==> config.mk <==
export PLATFORM = sky130hd
export DESIGN_NAME = lvds18_packer
export DESIGN_NICKNAME = d
export VERILOG_FILES = /design/src/rtl/lvds18_packer.sv
export SDC_FILE = /design/constraint.sdc
export NUM_CORES = 1
export LEC_CHECK = 0
export ABC_CLOCK_PERIOD_IN_PS = 1400
export BUFFER_PORTS_ARGS = -buffer_cell sky130_fd_sc_hd__buf_2
export CELL_PAD_IN_SITES_DETAIL_PLACEMENT = 1
export CELL_PAD_IN_SITES_GLOBAL_PLACEMENT = 2
export CORE_ASPECT_RATIO = 1.2
export CORE_MARGIN = 2
export CORE_UTILIZATION = 24
export CTS_BUF_LIST = sky130_fd_sc_hd__clkbuf_4
export DETAILED_ROUTE_END_ITERATION = 7
export PLACE_DENSITY = 0.86
export SLEW_MARGIN = 20
export SYNTH_ARGS = -nofsm -noshare
export SYNTH_HDL_FRONTEND = slang
export SYNTH_SLANG_ARGS = --single-unit
==> constraint.sdc <==
create_clock -name clk -period 1.4 [get_ports clk]
set_clock_uncertainty 0.2 [all_clocks]
set_input_delay 0.07 -clock clk [delete_from_list [all_inputs] [get_ports clk]]
set_output_delay 0.07 -clock clk [all_outputs]
set_load 0.1 [all_outputs]
==> src/rtl/lvds18_packer.sv <==
module lvds18_packer #(
  parameter logic [6:0] CLK_WORD = 7'b1100011
) (
  input  logic       clk,
  input  logic       rst,
  input  logic       de_i,
  input  logic       hs_i,
  input  logic       vs_i,
  input  logic [5:0] red_i,
  input  logic [5:0] grn_i,
  input  logic [5:0] blu_i,
  output logic [6:0] lane0_o,
  output logic [6:0] lane1_o,
  output logic [6:0] lane2_o,
  output logic [6:0] clk_lane_o
);

  logic [5:0] r_g, g_g, b_g;
  logic [6:0] nxt0, nxt1, nxt2;

  // blanking gates every colour slot
  assign r_g = de_i ? red_i : '0;
  assign g_g = de_i ? grn_i : '0;
  assign b_g = de_i ? blu_i : '0;

  // bit 6 is the first slot on the wire
  assign nxt0 = {g_g[0], r_g[5], r_g[4], r_g[3], r_g[2], r_g[1], r_g[0]};
  assign nxt1 = {b_g[1], g_g[4], g_g[3], g_g[2], g_g[1], b_g[0], g_g[5]};
  assign nxt2 = {de_i,   b_g[5], b_g[4], b_g[3], b_g[2], vs_i,   hs_i};

  always_ff @(posedge clk) begin
    if (rst) begin
      lane0_o    <= '0;
      lane1_o    <= '0;
      lane2_o    <= '0;
      clk_lane_o <= CLK_WORD;
    end else begin
      lane0_o    <= nxt0;
      lane1_o    <= nxt1;
      lane2_o    <= nxt2;
      clk_lane_o <= CLK_WORD;
    end
  end

  p_lane0_map_r1: assert property (@(posedge clk) disable iff (rst)
    $past(!rst) && $past(de_i) |-> lane0_o == {$past(grn_i[0]), $past(red_i)});

  p_lane1_map_r2: assert property (@(posedge clk) disable iff (rst)
    $past(!rst) && $past(de_i) |->
      lane1_o == {$past(blu_i[1]), $past(grn_i[4:1]), $past(blu_i[0]), $past(grn_i[5])});

  p_sync_slots_r3: assert property (@(posedge clk) disable iff (rst)
    $past(!rst) |-> lane2_o[1:0] == {$past(vs_i), $past(hs_i)});

  p_blank_zero_r4: assert property (@(posedge clk) disable iff (rst)
    $past(!rst) && $past(!de_i) |-> lane0_o == 7'd0 && lane1_o == 7'd0 && lane2_o[6:2] == 5'd0);

  p_reset_clear_r6: assert property (@(posedge clk) disable iff (rst)
    $fell(rst) |-> lane0_o == 7'd0 && lane1_o == 7'd0 && lane2_o == 7'd0);

  p_one_cycle_r7: assert property (@(posedge clk) disable iff (rst)
    $past(!rst) |-> lane2_o[6] == $past(de_i) && lane2_o[5:2] == ($past(de_i) ? $past(blu_i[5:2]) : 4'd0));

endmodule

# Word-level counts from Yosys, hierarchy flattened
# Cells that the tools add are included.
# Widths: inputs -> output; s select.
classes:
  bitwise: 1
  n_reduce_logical: 1
op_table:
  columns: ["operator", "count"]
  rows:
  - ["$reduce_or 2->1", 1]
  - ["$not 1->1", 1]
totals:
  input_bits: 23
  ff_bits: 21
  out_inout_bits: 28

# Logic depth before layout (Yosys ltp)
logic_depth:
  ltp_word: 2
  mapped_depth: 2
  mapped_depth_nobuf: 1

# Worst setup path before layout
# No wires, ideal clock.
synth_path:
  path_type: "reg2out"
  from: "reg lane0_o[0]"
  to: "out lane0_o[0]"
  path_buffers: 0
  arrival_time_ns: 0.909
  stages_incl_launch_ff: 1
  path_slack_ns: 0.221
  cell_sequence: "dfxtp_1"
synth_rtl:
  columns: ["item", "line", "text"]
  rows:
  - ["start: declaration", "12", "output logic [6:0] lane0_o,"]
  - ["start signal: assignment", "38", "lane0_o <= nxt0;"]
# No word-level cell between the ends.

# Worst setup path after layout
layout_path:
  from: "reg lane0_o[4]"
  to: "out lane0_o[4]"
# No word-level cell between the ends.

==> reports/metrics.cfg <==
[global_routing]
grt_max_degree=22
grt_antenna_before_repair=0
grt_pass1_vias=638
grt.busiest_layer=met2
grt_pass1_wl_um=2650
grtUsageTotal=0.107
overflow=0
grt_use_met3=0.0313
met2_usage=0.225
grt_util_met1=0.0917

[clock_tree]
cts_tree=yes
clockBufferDepth=2
clock-sinks=21
cts-buffers-inserted=3
root_buffer=clkbuf_4
cts_resized=0
cts_htree_levels=1
clk_pin_slew_worst_paths_ns=0.11
post_cts_buffers=0

[logic_synthesis]
synth.avg_cell_area_um2=12.6
synthDistinctLibCells=9
synth_top_area_share=0.618
synth_top_area_cell=dfxtp_1
synth_area_um2=681
synth_flop_cell=dfxtp_1
seq_area_frac_synth=0.618
ys_ff_latch=21
netlist_instances=54
yosys.cell_count.top_type=dfxtp_1
synth_edf_count=0
async_reset_ff_frac=0
synthTopCellsByArea=dfxtp_1, and3b_1, buf_4
netlist_top_cells_count=dfxtp_1, and3b_1, buf_4
ys_warn_count=0

[critical_path]
end_kind=primary output
crit_path_start_kind=flip-flop
max_stage_delay_ns=0.42
path_cells=buf_2
crit_buf_inv=1
critPathRequiredTime_ns=1.13
cp.arrival_ns=1.05
crit_type=reg -> out
cp_top_family=buffers and inverters
slowest_stage=buf_2
worstPathMaxFanout=1

[floorplanning]
core_mm2=0.00276
io_pins=51
dieWidth_um=52.6
die_y_um=62.3
rows=21
start_util=0.247
die_area_mm2=0.00328

[timing]
finalSetupTns_ns=0
rsz0062_at_grt=false
fmax_mhz=756
slew_viol_final=0
setup_viol_count_final=0
final.min_clock_period_ns=1.32
fin_crit_sh=0.945
fin_hold_ws_ns=-0.0683
finalHoldViolCount=2
setup_slack_ns=0.0775

[detailed_routing]
drt-pass1-iter-count=2
ant_nets=0
dr.first_iter.drc_count=4
vias=595
wl_per_cell_um=10.7
vias_per_cell=3.94
route.detailed.drc=0
wl_um=1610

[power_and_ir_drop]
pwr_density_cell_mw_per_mm2=1170
power_leakage_nw=0.632
peakVddDrop_uv=515
power_mw=1.32

[place]
placed_cell_area_um2=883
pre_cts_slack_ns=0.402
place.gp.congestion=0.591
portBuffers=43

[cells_and_area]
diodes=0
nets=141
post-route-cell-area_mm2=0.00112
syn2layout_area_growth_pct=65.1
final_layout_size_suffix_gt1_frac=0.410

[run]
cap_violations=0

[outcome]
violations=hold timing
status=complete, but fails checks

[hold_path]
hold_class=in -> reg

==> flip-flops by register name, summed over array words and instances, names as in the netlist <==
signal	count
lane0_o	7
lane1_o	7
lane2_o	7
==> stage by stage <==
step	cells	utilization	hold slack (ns)
after floorplan	59	-	-0.00182
after global placement	126	0.320	0.0856
after detailed placement	126	0.320	0.0883
after CTS	153	0.415	0.0251
after global routing	151	0.407	0.00773
final	151	0.407	-0.0683
==> final cells by class <==
class	instances	area, µm²
Fill cell	325	1640
Timing Repair Buffer	64	425
Multi-Input combinational cell	28	205
Tap cell	34	42.5
Clock buffer	4	30.0
Sequential cell	21	420
==> logic make-up after synthesis <==
| logic type | Yosys count | synth area share |
|---|---|---|
| other cells | 2 | 0.0110 |
| simple gates | 21 | 0.263 |
| flops | 21 | 0.618 |
| buf+inv | 10 | 0.108 |
==> where the power goes <==
part	total (mW)	internal [mW]	switching (mW)	leakage (nW)
Sequential	0.628	0.622	0.00553	0.173
Clock	0.291	0.130	0.161	0.0184
Combinational	0.400	0.0931	0.306	0.441
Total	1.32	0.845	0.473	0.632
==> metal layers <==
metal | routed length, µm | vias up
met3 | 139 | 0
met1 | 584 | 271
met5 | 0 | -
met4 | 0 | 0
met2 | 885 | 37
li1 | - | 287
==> final timing paths <==
check / start / to / slack [ns] / depth (start not counted)
worst min-delay path: rst / lane2_o[0]$_SDFF_PP0_ / -0.07 / 2
worst max-delay path: lane0_o[4]$_SDFF_PP0_ / lane0_o[4] / 0.08 / 1
==> what timing repair did <==
action,in CTS,in global routing
hold endpoints to repair,20,0
endpoints found under the setup margin,0,2
hold buffers,23,0
==> placed cells by master (no fill, tap or decap) <==
cell type / n
buf_2: 43
dlygate4sd3_1: 21
dfxtp_1: 21
and3b_1: 17
conb_1: 7
clkbuf_4: 4
nor2b_1: 2
and3b_2: 1
and2b_1: 1
Note: power is estimated with default switching activity, not from simulation.
